==> config.mk <==
export PLATFORM = sky130hd
export DESIGN_NAME = cfg_index_port
export DESIGN_NICKNAME = d
export VERILOG_FILES = /design/src/rtl/cfg_port_pkg.sv /design/src/rtl/cfg_port_decode.sv /design/src/rtl/cfg_win_regs.sv /design/src/rtl/cfg_pm_ctrl.sv /design/src/rtl/cfg_index_port.sv
export SDC_FILE = /design/constraint.sdc
export NUM_CORES = 1
export LEC_CHECK = 0
export BUFFER_PORTS_ARGS = -buffer_cell sky130_fd_sc_hd__buf_2
export CAP_MARGIN = 20
export CORE_UTILIZATION = 45
export CTS_CLUSTER_SIZE = 28
export DETAILED_ROUTE_END_ITERATION = 16
export GPL_TIMING_DRIVEN = 0
export HOLD_SLACK_MARGIN = 0.15
export PLACE_DENSITY = 0.59
export SETUP_SLACK_MARGIN = 0.2
export SLEW_MARGIN = 0
export SYNTH_ARGS = -nofsm -noshare
export SYNTH_HDL_FRONTEND = slang
export SYNTH_HIERARCHICAL = 1
export SYNTH_SLANG_ARGS = --single-unit
==> constraint.sdc <==
create_clock -name clk -period 4.5 [get_ports clk]
set_input_delay 0.9 -clock clk [delete_from_list [all_inputs] [get_ports clk]]
set_output_delay 0.9 -clock clk [all_outputs]
set_load 0.05 [all_outputs]
==> src/rtl/cfg_port_pkg.sv <==
// Shared constants for the indexed configuration port.
// Assumes an I/O address of up to 16 bits and byte-wide registers.
package cfg_port_pkg;
    localparam int DATA_W = 8;
    localparam logic [15:0] PORT_INDEX = 16'h0022;
    localparam logic [15:0] PORT_LOWREG = 16'h0023;
    localparam logic [15:0] PORT_DATA  = 16'h0024;
    localparam logic [15:0] PORT_SCR0  = 16'h00E1;
    localparam logic [15:0] PORT_SCR1  = 16'h00E2;
    localparam logic [7:0]  LOWREG_IDX   = 8'h01;
    localparam logic [7:0]  LOWREG_RESET = 8'hC0;
    localparam logic [7:0]  SCR_RESET    = 8'hFF;
    localparam logic [7:0]  IDX_STATUS   = 8'hE0;
    localparam logic [7:0]  IDX_TRIGGER  = 8'hE1;

    // Reset value for a windowed register, by its full index.
    function automatic logic [7:0] win_reset(input logic [7:0] idx);
        case (idx)
            8'h22: win_reset = 8'hC4;
            8'h25: win_reset = 8'h7C;
            8'h26: win_reset = 8'h10;
            8'h27: win_reset = 8'hDE;
            8'h28: win_reset = 8'hF8;
            8'h29: win_reset = 8'h10;
            8'h2A: win_reset = 8'hE0;
            8'h2B: win_reset = 8'h10;
            8'h2D: win_reset = 8'hC0;
            8'hE8: win_reset = 8'h08;
            8'hE9: win_reset = 8'h08;
            8'hEB: win_reset = 8'hFF;
            8'hEF: win_reset = 8'h40;
            default: win_reset = 8'h00;
        endcase
    endfunction
endpackage

==> src/rtl/cfg_port_decode.sv <==
// Address decoder: turns the port address and current index into
// one-hot access selects. Assumes a single access per cycle.
module cfg_port_decode
    import cfg_port_pkg::*;
#(
    parameter int ADDR_W = 16,
    parameter logic [3:0] WIN_LO_HI = 4'h2,
    parameter logic [3:0] WIN_HI_HI = 4'hE
) (
    input  logic [ADDR_W-1:0] io_addr,
    input  logic [7:0]        idx_q,
    output logic              sel_index,
    output logic              sel_lowreg,
    output logic              sel_data,
    output logic              sel_scr0,
    output logic              sel_scr1
);
    logic in_window;

    // Window check and per-port selects.
    always_comb begin
        in_window  = (idx_q[7:4] == WIN_LO_HI) || (idx_q[7:4] == WIN_HI_HI);
        sel_index  = (io_addr == ADDR_W'(PORT_INDEX));
        sel_lowreg = (io_addr == ADDR_W'(PORT_LOWREG)) && (idx_q == LOWREG_IDX);
        sel_data   = (io_addr == ADDR_W'(PORT_DATA)) && in_window;
        sel_scr0   = (io_addr == ADDR_W'(PORT_SCR0));
        sel_scr1   = (io_addr == ADDR_W'(PORT_SCR1));
    end
endmodule

==> src/rtl/cfg_win_regs.sv <==
// Storage for the two 16-entry index windows. The slot is formed from
// index bit 7 (which window) and the low nibble. Assumes the caller
// qualifies the write enable with a valid window.
module cfg_win_regs
    import cfg_port_pkg::*;
#(
    parameter int WIN_DEPTH = 16,
    parameter logic [3:0] WIN_LO_HI = 4'h2,
    parameter logic [3:0] WIN_HI_HI = 4'hE
) (
    input  logic       clk,
    input  logic       rst_n,
    input  logic       we,
    input  logic [7:0] idx,
    input  logic [7:0] wdata,
    output logic [7:0] rd_val,
    output logic       cache_bit,
    output logic       smram_bit,
    output logic       arm_bit,
    output logic [7:0] reg_22,
    output logic [7:0] reg_23,
    output logic [7:0] reg_26,
    output logic [7:0] reg_2d
);
    localparam int LOW_W  = $clog2(WIN_DEPTH);
    localparam int SLOTS  = 2 * WIN_DEPTH;
    localparam int SLOT_W = LOW_W + 1;

    logic [7:0] slot_q [SLOTS];
    logic [SLOT_W-1:0] sel_slot;

    // Slot address from window bit and low index bits.
    always_comb sel_slot = {idx[7], idx[LOW_W-1:0]};

    for (genvar s = 0; s < SLOTS; s++) begin : g_slot
        localparam logic [3:0] HI = (s >= WIN_DEPTH) ? WIN_HI_HI : WIN_LO_HI;
        localparam logic [7:0] FULL_IDX = {HI, 4'(s % WIN_DEPTH)};
        // One byte register with its own reset value.
        always_ff @(posedge clk) begin
            if (!rst_n)
                slot_q[s] <= win_reset(FULL_IDX);
            else if (we && sel_slot == SLOT_W'(s))
                slot_q[s] <= wdata;
        end
    end

    // Read value and raw exports.
    always_comb begin
        rd_val    = slot_q[sel_slot];
        cache_bit = slot_q[1][4];
        smram_bit = slot_q[4][7];
        arm_bit   = slot_q[WIN_DEPTH][0];
        reg_22    = slot_q[2];
        reg_23    = slot_q[3];
        reg_26    = slot_q[6];
        reg_2d    = slot_q[13];
    end
endmodule

==> src/rtl/cfg_pm_ctrl.sv <==
// Power-management handshake: a trigger write, when armed, produces a
// one-cycle SMI pulse and sets a sticky forced-green flag. A status write
// with bit 0 clear drops the flag.
module cfg_pm_ctrl (
    input  logic clk,
    input  logic rst_n,
    input  logic wr_status,
    input  logic wr_trigger,
    input  logic status_bit0,
    input  logic trigger_bit3,
    input  logic armed,
    output logic forced_green,
    output logic smi_req
);
    logic fire;

    // Armed trigger write.
    always_comb fire = wr_trigger && trigger_bit3 && armed;

    // SMI pulse and sticky flag.
    always_ff @(posedge clk) begin
        if (!rst_n) begin
            smi_req      <= 1'b0;
            forced_green <= 1'b0;
        end else begin
            smi_req <= fire;
            if (fire)
                forced_green <= 1'b1;
            else if (wr_status && !status_bit0)
                forced_green <= 1'b0;
        end
    end

    assert_smi_single_R8: assert property (@(posedge clk) disable iff (!rst_n)
        smi_req |=> !smi_req);
    assert_fire_sets_R8: assert property (@(posedge clk) disable iff (!rst_n)
        (wr_trigger && trigger_bit3 && armed) |=> (smi_req && forced_green));
    assert_green_clear_R9: assert property (@(posedge clk) disable iff (!rst_n)
        (wr_status && !status_bit0) |=> !forced_green);
endmodule

==> src/rtl/cfg_index_port.sv <==
// Top of the indexed configuration port. It holds the index, the gated
// low register and the scratch bytes, and it registers the read data.
// Assumes io_wr and io_rd are never high in the same cycle.
module cfg_index_port
    import cfg_port_pkg::*;
#(
    parameter int ADDR_W = 16
) (
    input  logic              clk,
    input  logic              rst_n,
    input  logic [ADDR_W-1:0] io_addr,
    input  logic              io_wr,
    input  logic              io_rd,
    input  logic [7:0]        io_wdata,
    output logic [7:0]        io_rdata,
    input  logic              in_smm,
    output logic              ext_cache_en,
    output logic              smram_visible,
    output logic              smi_req,
    output logic [7:0]        shadow_ctl_a,
    output logic [7:0]        shadow_blk_en,
    output logic [7:0]        shadow_ctl_b,
    output logic [7:0]        shadow_ext
);
    logic [7:0] idx_q, lowreg_q, scr0_q, scr1_q;
    logic [7:0] win_val, rd_next;
    logic sel_index, sel_lowreg, sel_data, sel_scr0, sel_scr1;
    logic win_we, arm_bit, forced_green;

    cfg_port_decode #(.ADDR_W(ADDR_W)) dec_i (
        .io_addr(io_addr), .idx_q(idx_q),
        .sel_index(sel_index), .sel_lowreg(sel_lowreg), .sel_data(sel_data),
        .sel_scr0(sel_scr0), .sel_scr1(sel_scr1)
    );

    // Data-port write enable, already window-qualified by the decoder.
    always_comb win_we = io_wr && sel_data;

    cfg_win_regs win_i (
        .clk(clk), .rst_n(rst_n), .we(win_we), .idx(idx_q), .wdata(io_wdata),
        .rd_val(win_val), .cache_bit(ext_cache_en), .smram_bit(smram_visible),
        .arm_bit(arm_bit), .reg_22(shadow_ctl_a), .reg_23(shadow_blk_en),
        .reg_26(shadow_ctl_b), .reg_2d(shadow_ext)
    );

    cfg_pm_ctrl pm_i (
        .clk(clk), .rst_n(rst_n),
        .wr_status(win_we && idx_q == IDX_STATUS),
        .wr_trigger(win_we && idx_q == IDX_TRIGGER),
        .status_bit0(io_wdata[0]), .trigger_bit3(io_wdata[3]),
        .armed(arm_bit), .forced_green(forced_green), .smi_req(smi_req)
    );

    // Index, low register and scratch bytes.
    always_ff @(posedge clk) begin
        if (!rst_n) begin
            idx_q    <= 8'h00;
            lowreg_q <= LOWREG_RESET;
            scr0_q   <= SCR_RESET;
            scr1_q   <= SCR_RESET;
        end else if (io_wr) begin
            if (sel_index)  idx_q    <= io_wdata;
            if (sel_lowreg) lowreg_q <= io_wdata;
            if (sel_scr0)   scr0_q   <= io_wdata;
            if (sel_scr1)   scr1_q   <= io_wdata;
        end
    end

    // Read mux, with the status merge for the status register.
    always_comb begin
        rd_next = 8'hFF;
        if (sel_data) begin
            if (idx_q == IDX_STATUS)
                rd_next = (win_val & 8'hF6) | {4'h0, !in_smm, 2'b00, forced_green};
            else
                rd_next = win_val;
        end else if (sel_lowreg) rd_next = lowreg_q;
        else if (sel_scr0)       rd_next = scr0_q;
        else if (sel_scr1)       rd_next = scr1_q;
    end

    // Registered read data, held between reads.
    always_ff @(posedge clk) begin
        if (!rst_n)     io_rdata <= 8'hFF;
        else if (io_rd) io_rdata <= rd_next;
    end

    assert_index_load_R1: assert property (@(posedge clk) disable iff (!rst_n)
        (io_wr && io_addr == ADDR_W'(PORT_INDEX)) |=> (idx_q == $past(io_wdata)));
    assert_blocked_read_R3: assert property (@(posedge clk) disable iff (!rst_n)
        (io_rd && io_addr == ADDR_W'(PORT_DATA) && idx_q[7:4] != 4'h2
         && idx_q[7:4] != 4'hE) |=> (io_rdata == 8'hFF));
    assert_scratch_write_R5: assert property (@(posedge clk) disable iff (!rst_n)
        (io_wr && io_addr == ADDR_W'(PORT_SCR0)) |=> (scr0_q == $past(io_wdata)));
    assert_cache_follow_R7: assert property (@(posedge clk) disable iff (!rst_n)
        (io_wr && io_addr == ADDR_W'(PORT_DATA) && idx_q == 8'h21)
        |=> (ext_cache_en == $past(io_wdata[4])));
    assert_rdata_hold_R11: assert property (@(posedge clk) disable iff (!rst_n)
        !io_rd |=> $stable(io_rdata));
endmodule

# After elaboration in Yosys (flattened, before gate mapping)
# Memories as Yosys holds them, arrays and structs flattened. A register that Yosys moved wholly into a read port is not among the register bits.
# Cells that the tools add are included.
op_classes:
  bitwise: 33
  eq_ne: 41
  n_mux: 138
  reduce_logical: 49
ops:
  columns: ["op", "count"]
  rows:
  - ["two-way mux 8 bit", 37]
  - ["two-way mux 1 bit", 99]
  - ["equality test 5 bit (second input constant)", 16]
  - ["equality test 16 x 6 -> 1 bit (second input constant)", 3]
  - ["equality test 5 x 4 -> 1 bit (second input constant)", 8]
  - ["logical AND 1 bit", 40]
  - ["equality test 16 x 8 -> 1 bit (second input constant)", 2]
  - ["bitwise OR 1 bit", 32]
  - ["equality test 5 x 3 -> 1 bit (second input constant)", 4]
  - ["equality test 8 bit (second input constant)", 2]
  - ["equality test 5 x 2 -> 1 bit (second input constant)", 2]
  - ["two-way mux 5 bit", 2]
  - ["equality test 8 x 1 -> 1 bit (second input constant)", 1]
  - ["bitwise OR 8 x 4 -> 8 bit", 1]
  - ["AND reduction 2 bit", 4]
  - ["equality test 5 x 1 -> 1 bit (second input constant)", 1]
  - ["zero test 5 bit", 1]
  - ["equality test 4 x 2 -> 1 bit (second input constant)", 1]
  - ["equality test 4 bit (second input constant)", 1]
  - ["zero test 1 bit", 2]
  - ["nonzero test 2 bit", 1]
  - ["logical OR 1 bit", 1]
word_totals:
  inputBits: 29
  word_cells: 269
  memories: 1
  output_inout_bits: 43
  regBits: 42
  mem_bits_rw: 256
memory_table:
  columns: ["name", "words", "width", "read_ports", "rd_ports_with_merged_regs", "wr", "line", "source"]
  rows:
  - ["win_i.slot_q", 32, 8, 8, 1, 32, "cfg_win_regs.sv:29", "logic [7:0] slot_q [SLOTS];"]

# Longest topological paths before layout
# Gate-level depths: netlist of run 1.
logic_depth:
  depth_word: 9
  ltp_mapped: 12

# Hierarchy
# Netlist of run 1, hierarchy kept.
modules_own_cells:
  columns: ["mod", "cells_each", "seq_area_each_um2", "n_inst", "area_each_um2"]
  rows:
  - ["cfg_win_regs", 907, 7687.4, 1, 12305.6]
  - ["cfg_index_port", 223, 800.8, 1, 1770.4]
  - ["cfg_port_decode", 23, 0.0, 1, 155.1]
  - ["cfg_pm_ctrl", 5, 40.0, 1, 66.3]

# Worst setup path before layout of run 1
# OpenSTA, ideal clock, no wires.
synth_path:
  path_type: "input port to flip-flop"
  start: "input port io_addr[4]"
  end: "memory win_i.slot_q[1][0] (enable)"
  setup_time_ns: 0.384
  slack_ns: 1.092
  arrival_ns: 3.024
  stages: 9
  path_cell_list: "or4b_4 nor2_1 and3_1 nand2_1 inv_1 clkbuf_1 nor2b_1 nand2_1 o21ai_0"
synth_lines:
  columns: ["element", "line", "source"]
  rows:
  - ["start: declaration", "cfg_index_port.sv:11", "input logic [ADDR_W-1:0] io_addr,"]
  - ["end: declaration", "cfg_win_regs.sv:29", null]

==> impl_metrics.toml, run 1 <==
[outcome]
run_status = "finished, final reports clean"

[synthesis]
syn_inst = 1158
synth_flop_cell = "edfxtp_1"
synth_nets = 1187
yosysUniqueCellTypes = 59
yosys_warnings = 6
synth-seq-cells = 298
synth_edf_count = 256
ys_async_sr_fraction_pct = 0
synth_area_per_cell_um2 = 12.3
synth_area_um2 = 14300
seq_area_frac_synth_pct = 59.6

[power]
p_sw_uw = 1380
p_int_uw = 4850
swShare_pct = 22.2
p_comb_share_pct = 5.4
ir_drop_mv = 0.246
power_leakage_uw = 0.00569
clock_power_share_pct = 44.3
seqPwrFrac_pct = 50.3
power.density_nw_per_um2 = 379

[layout]
fin_cells = 1717
diodes = 0
fillers = 2740
drive_gt1_share_pct = 16.8
syn_to_final_growth_pct = 15.2
finalCoreUtilization_pct = 53.3
regArea_um2 = 8530
nNetsFinal = 1324
multi_input_area_um2 = 5230

[clock_tree]
h-tree-depth = 2
cts_max_path_buffers = 3
cts_resized = 0
insertion_delay_ns = 0.51
cts_setup_buffers = 0
cts_root_buf = "clkbuf_16"
ctsHoldBuffers = 0
cts_tree = "done"
cts.sinks = 298
cts_made_buffers = 34
clkTransAtPathRegs_ns = 0.06

[grt]
grt-busiest-layer = "met2"
grt_pass1_wl_um = 65700
grt_overflow_total = 0
track_usage_pct = 27.8
grt_pass1_vias = 9903
antenna_found_initial = 0
grtUsageMet1_pct = 39.5
met3_usage_pct = 4.06
grt_start_max_net_pins = 13
grtUsageMet2_pct = 42.5

[hold_path]
hold_path_class = "reg2reg"

[placed_design]
dp.cells = 1654
dp_hpwl_um = 31900
gp_congestion = 0.965
io_buffers = 71
dpl_worst_slack_ns = 0.0814

[timing]
relSlewSlack_pct = 31.4
maxSlewViolCount = 0
setup_ws_ns = 0.638
fin_skew_ns = 0.0154
setup_violations = 0
rsz0062_at_grt = "false"
hold_viol_final = 0
fmax_mhz = 259
fin_crit_ns = 3.86
worst_pin_slew_ns = 1.02
fin_crit_sh_pct = 85.8

[route]
viasPerCell = 5.95
wl_per_cell_um = 26.1
drtIter0Drc = 951
via_count = 10200
ant_nets = 0
route.detailed.drc = 0
route.final.wire_length_um = 44900
drt_pass1_iterations = 5

[setup_path]
cp.arrival_ns = 4.09
path_class = "in2reg"
required_ns = 4.73
cp_max_fo = 9
worstSetupStartpointType = "primary input"
crit_path_end_kind = "register"

[floorplan]
die_x_um = 180
die_h_um = 180
rows = 64
coreArea_um2 = 30900
start_util_pct = 46.3
io_pins = 72
dieArea_um2 = 32500

[flow_run]
max_cap_viol_count = 0
[power groups by stage]
stage               Clock [µW]  Combinational, µW  Sequential [µW]
global route              2910                351             3150
detailed placement           0                334             3190
global placement             0                317             3190
CTS                       2810                334             3140
finish                    2760                338             3140
floorplan                    0                117             3240
[cell families after synthesis]
logic type | Yosys count | synth area share (%)
AOI/OAI and AO/OA | 160 | 7.84
xor gates and xnor gates | 1 | 0.0613
buffers and inverters | 100 | 3.78
DFF | 298 | 59.6
muxes | 113 | 9.43
and+or+nand+nor | 486 | 19.2
[critical path: stages]
cell and delay [ns]:
buf_2 0.10, or4b_4 0.55, nor2_1 0.09, and3_1 0.19, nand2_1 0.09, inv_1 0.11
clkbuf_1 0.40, nor2b_1 0.51, nand2_1 0.19, o21ai_0 0.66, buf_4 0.27
[cell usage in the layout, fill, tap and decap left out, types with 8 or more instances in the layout]
master / netlist / final
nand2_1: 78 / 78
edfxtp_1: 256 / 256
dfxtp_1: 42 / 42
clkbuf_16: 0 / 39
buf_2: 12 / 93
mux2i_1: 92 / 92
clkbuf_1: 55 / 64
a22oi_1: 33 / 33
a21boi_0: 20 / 20
nand3_1: 37 / 37
nor2_1: 48 / 48
and2_1: 223 / 223
o22a_1: 8 / 8
or3_1: 38 / 38
o21ai_0: 46 / 43
clkinv_1: 1 / 8
inv_1: 10 / 10
buf_4: 6 / 25
a21oi_1: 8 / 8
buf_6: 11 / 11
mux4_2: 17 / 17
[layout make-up]
| cell class | instances | area share [%] |
|---|---|---|
| Buffer | 89 | 3.03 |
| Sequential cell | 298 | 51.8 |
| Timing Repair Buffer | 101 | 3.37 |
| Clock buffer | 51 | 6.38 |
| Multi-Input combinational cell | 760 | 31.7 |
| Clock inverter | 11 | 0.433 |
| Tap cell | 396 | 3.01 |
| Inverter | 11 | 0.251 |
[stage by stage]
| step | instance area, µm² | power [µW] | hold WS, ns | setup TNS (ns) |
|---|---|---|---|---|
| final | 16500 | 6240 | 0.465 | 0 |
| after global routing | 16500 | 6410 | 0.490 | 0 |
| after CTS | 16500 | 6280 | 0.467 | 0 |
| after detailed placement | 15300 | 3530 | 0.455 | 0 |
| after global placement | 15100 | 3510 | 0.452 | -3.93 |
| after floorplan | 14300 | 3360 | 0.440 | 0 |
[synth_stat cells (3+ instances only)]
cell type | instances | area [µm²]
edfxtp_1 | 256 | 7690
and2_1 | 223 | 1400
mux2i_1 | 92 | 921
nand2_1 | 78 | 293
clkbuf_1 | 55 | 206
nor2_1 | 48 | 180
o21ai_0 | 46 | 230
dfxtp_1 | 42 | 841
or3_1 | 38 | 238
nand3_1 | 37 | 185
a22oi_1 | 33 | 248
a21boi_0 | 20 | 150
mux4_2 | 17 | 383
buf_2 | 12 | 60.1
buf_6 | 11 | 124
inv_1 | 10 | 37.5
a21oi_1 | 8 | 40.0
o22a_1 | 8 | 70.1
nor2b_1 | 7 | 43.8
o211ai_1 | 7 | 52.6
a211oi_1 | 6 | 45.0
a221oi_1 | 6 | 52.6
and3_1 | 6 | 37.5
buf_4 | 6 | 45.0
nand2b_1 | 6 | 37.5
o221ai_1 | 6 | 52.6
nand4_1 | 5 | 31.3
nor2_2 | 5 | 31.3
a21o_1 | 4 | 30.0
buf_8 | 4 | 60.1
mux2_2 | 4 | 45.0
nor3_2 | 4 | 40.0
nor3b_1 | 4 | 30.0
o21a_1 | 4 | 30.0
o221a_1 | 4 | 45.0
a31oi_1 | 3 | 18.8
nand3_2 | 3 | 30.0
nor4b_1 | 3 | 26.3
[final timing paths]
kind,start,end,slack [ns],cells past startpoint
setup / recovery,io_addr[4],win_i/slot_q[7][0],0.64,11
hold / removal,scr1_q[7],scr1_q[7],0.47,2
setup reg to reg,idx_q[7],win_i/slot_q[7][0],0.67,10
hold reg to reg,scr1_q[7],scr1_q[7],0.47,2
[state kept, by name, indices dropped and copies added (netlist names)]
register,count
scr0_q,8
io_rdata,8
win_i/slot_q,256
scr1_q,8
pm_i/forced_green,1
pm_i/smi_req,1
lowreg_q,8
idx_q,8
[per-layer routing]
metal,part of all wire (%),up-vias
met3,8.6,101
met5,0,-
met1,42,5055
li1,-,4509
met2,45,548
met4,4.4,0
Power figures use the tool's default switching activity.
==> run 2, diff against run 1 <==
--- a/config.mk
+++ b/config.mk
@@ -7,12 +7,14 @@
 export LEC_CHECK = 0
 export BUFFER_PORTS_ARGS = -buffer_cell sky130_fd_sc_hd__buf_2
 export CAP_MARGIN = 20
+export CELL_PAD_IN_SITES_DETAIL_PLACEMENT = 1
+export CELL_PAD_IN_SITES_GLOBAL_PLACEMENT = 1
 export CORE_UTILIZATION = 45
 export CTS_CLUSTER_SIZE = 28
 export DETAILED_ROUTE_END_ITERATION = 16
 export GPL_TIMING_DRIVEN = 0
 export HOLD_SLACK_MARGIN = 0.15
-export PLACE_DENSITY = 0.59
+export PLACE_DENSITY = 0.69
 export SETUP_SLACK_MARGIN = 0.2
 export SLEW_MARGIN = 0
 export SYNTH_ARGS = -nofsm -noshare
==> run 2 against run 1 <==
  * Wire length increased by 9.9%
  * First-iteration DRC count increased by 4.3%
  * Critical endpoint is now win_i/slot_q[17][0]
  * Critical path depth unchanged
==> impl_metrics.toml, run 2 (synthesis gave the netlist of run 1 again) <==
[timing]
worst_pin_slew_ns = 1.07
fin_crit_ns = 4.13
hold_viol_final = 0
fin_crit_sh_pct = 91.7
setup_violations = 0
relSlewSlack_pct = 28.1
fmax_mhz = 242
maxSlewViolCount = 0
rsz0062_at_grt = "false"
fin_skew_ns = 0.0171

[layout]
syn_to_final_growth_pct = 14.5
regMostFlops = "win_i/slot_q"
largest_register_ffs = 256
design_area_um2 = 16400
most-common-layout-cells = "256 x edfxtp_1, 223 x and2_1, 101 x buf_2"
fin_cells = 1716
nNetsFinal = 1323
drive_gt1_share_pct = 16.5
final_common_cell = "edfxtp_1"

[clock_tree]
clkTransAtPathRegs_ns = 0.06
cts_root_buf = "clkbuf_16"
cts_setup_buffers = 0
cts.sinks = 298
cts_max_path_buffers = 3
cts_resized = 0
cts_made_buffers = 34
cts_tree = "done"
insertion_delay_ns = 0.51
ctsHoldBuffers = 0
h-tree-depth = 2

[setup_path]
path_cells = "buf_2 -> nor4_1 -> and3_1 -> and3_1 -> nand2_1 -> inv_1 -> clkbuf_1 -> nor2b_1 -> nand2_1 -> o21ai_0 -> buf_2"
crit_path_end_kind = "register"
cp.arrival_ns = 4.34
worst_r2r_path_depth = 10
critical_path.top_delay_family = "simple AND/OR/NAND/NOR gates"
path_class = "in2reg"
critPathMaxStageDelay_ns = 0.67
required_ns = 4.71
timing.rr.start = "idx_q[7]"
worst-path-buf-inv = 4
worstSetupStartpointType = "primary input"
cp_slowest_cell = "o21ai_0"
cp_max_fo = 9
rr_endpoint = "win_i/slot_q[17][0]"
r2r_slack_ns = 0.50

[power]
total_power_uw = 6110
swShare_pct = 22.9
ir_drop_mv = 0.268
seqPwrFrac_pct = 51.4
p_sw_uw = 1400
p_comb_share_pct = 5.6
clock_power_share_pct = 43.0
p_int_uw = 4710
power_leakage_uw = 0.00564
power.density_nw_per_um2 = 373

[floorplan]
start_util_pct = 46.3
rows = 64
die_h_um = 180
coreArea_um2 = 30900
dieArea_um2 = 32500
die_x_um = 180
io_pins = 72

[grt]
grt_pass1_wl_um = 71800
track_usage_pct = 30.6
grt_start_max_net_pins = 13
antenna_found_initial = 2
grt_pass1_vias = 10600
grt_overflow_total = 0

[route]
ant_nets = 0
drt_pass1_iterations = 5
route.final.wire_length_um = 49300
wl_per_cell_um = 28.7
viasPerCell = 6.03
drtIter0Drc = 992
route.detailed.drc = 0
via_count = 10300

[placed_design]
dp_hpwl_um = 35500
dp.cells = 1654
place_area_um2 = 15300
gp_congestion = 0.960
io_buffers = 71

[hold_path]
worstHoldEndpoint = "lowreg_q[1]"
hold_path_class = "reg2reg"
whs_path_depth = 2
worstHoldStart = "lowreg_q[1]"

[outcome]
run_status = "finished, final reports clean"

[flow_run]
max_cap_viol_count = 0
-- run 2: power groups by stage --
stage	sequential [µW]	clock, µW	combinational, µW
6_report	3140	2630	340
5_1_grt	3150	2750	353
4_1_cts	3140	2650	339
3_5_place_dp	3200	0	338
3_3_place_gp	3190	0	318
2_1_floorplan	3240	0	117
-- run 2: area by class of cell --
| class | instances | area [µm²] |
|---|---|---|
| diodes | 1 | 2.50 |
| plain buffers | 89 | 499 |
| clock buffers | 48 | 988 |
| clock inverters | 13 | 55.1 |
| fillers | 3224 | 14500 |
| inverters | 11 | 41.3 |
| multi-input cells | 760 | 5230 |
| flip-flops and latches | 298 | 8530 |
| well taps | 396 | 495 |
| repair buffers | 100 | 528 |
-- run 2: routing by layer --
layer,up-vias,share of wire [%],GRT usage (%)
li1,4502,-,-
met1,5319,42,40.6
met3,102,6.4,4.79
met2,424,47,50.1
met4,0,4.4,12.9
met5,-,0,0
-- run 2: per-stage QoR --
step | util, % | hold WS (ns) | setup WS (ns) | setup TNS, ns
after floorplan | - | 0.440 | 1.09 | 0
after global placement | 49.0 | 0.451 | -0.425 | -22.06
after detailed placement | 49.6 | 0.462 | 0.0413 | 0
after CTS | 52.9 | 0.470 | 0.536 | 0
after global routing | 52.9 | 0.496 | 0.222 | 0
final | 53.0 | 0.469 | 0.372 | 0
-- run 2: worst reg2reg max path, cell delays in order (launching register included) --
cell      delay, ns
dfxtp_1        0.69
xor2_1         0.15
nor4_1         0.17
and3_1         0.29
nand2_1        0.10
inv_1          0.10
clkbuf_1       0.44
nor2b_1        0.59
nand2_1        0.22
o21ai_0        0.68
buf_2          0.30
-- run 2: worst max-delay path by stage --
stage / cells past startpoint / from / endpoint
6_report: 11 / io_addr[13] / win_i/slot_q[17][0]
5_1_grt: 11 / io_addr[13] / win_i/slot_q[17][0]
4_1_cts: 11 / io_addr[13] / win_i/slot_q[17][0]
3_5_place_dp: 11 / io_addr[13] / win_i/slot_q[17][0]
3_3_place_gp: 10 / io_addr[13] / win_i/slot_q[3][5]
2_1_floorplan: 9 / io_addr[4] / win_i/slot_q[1][0]
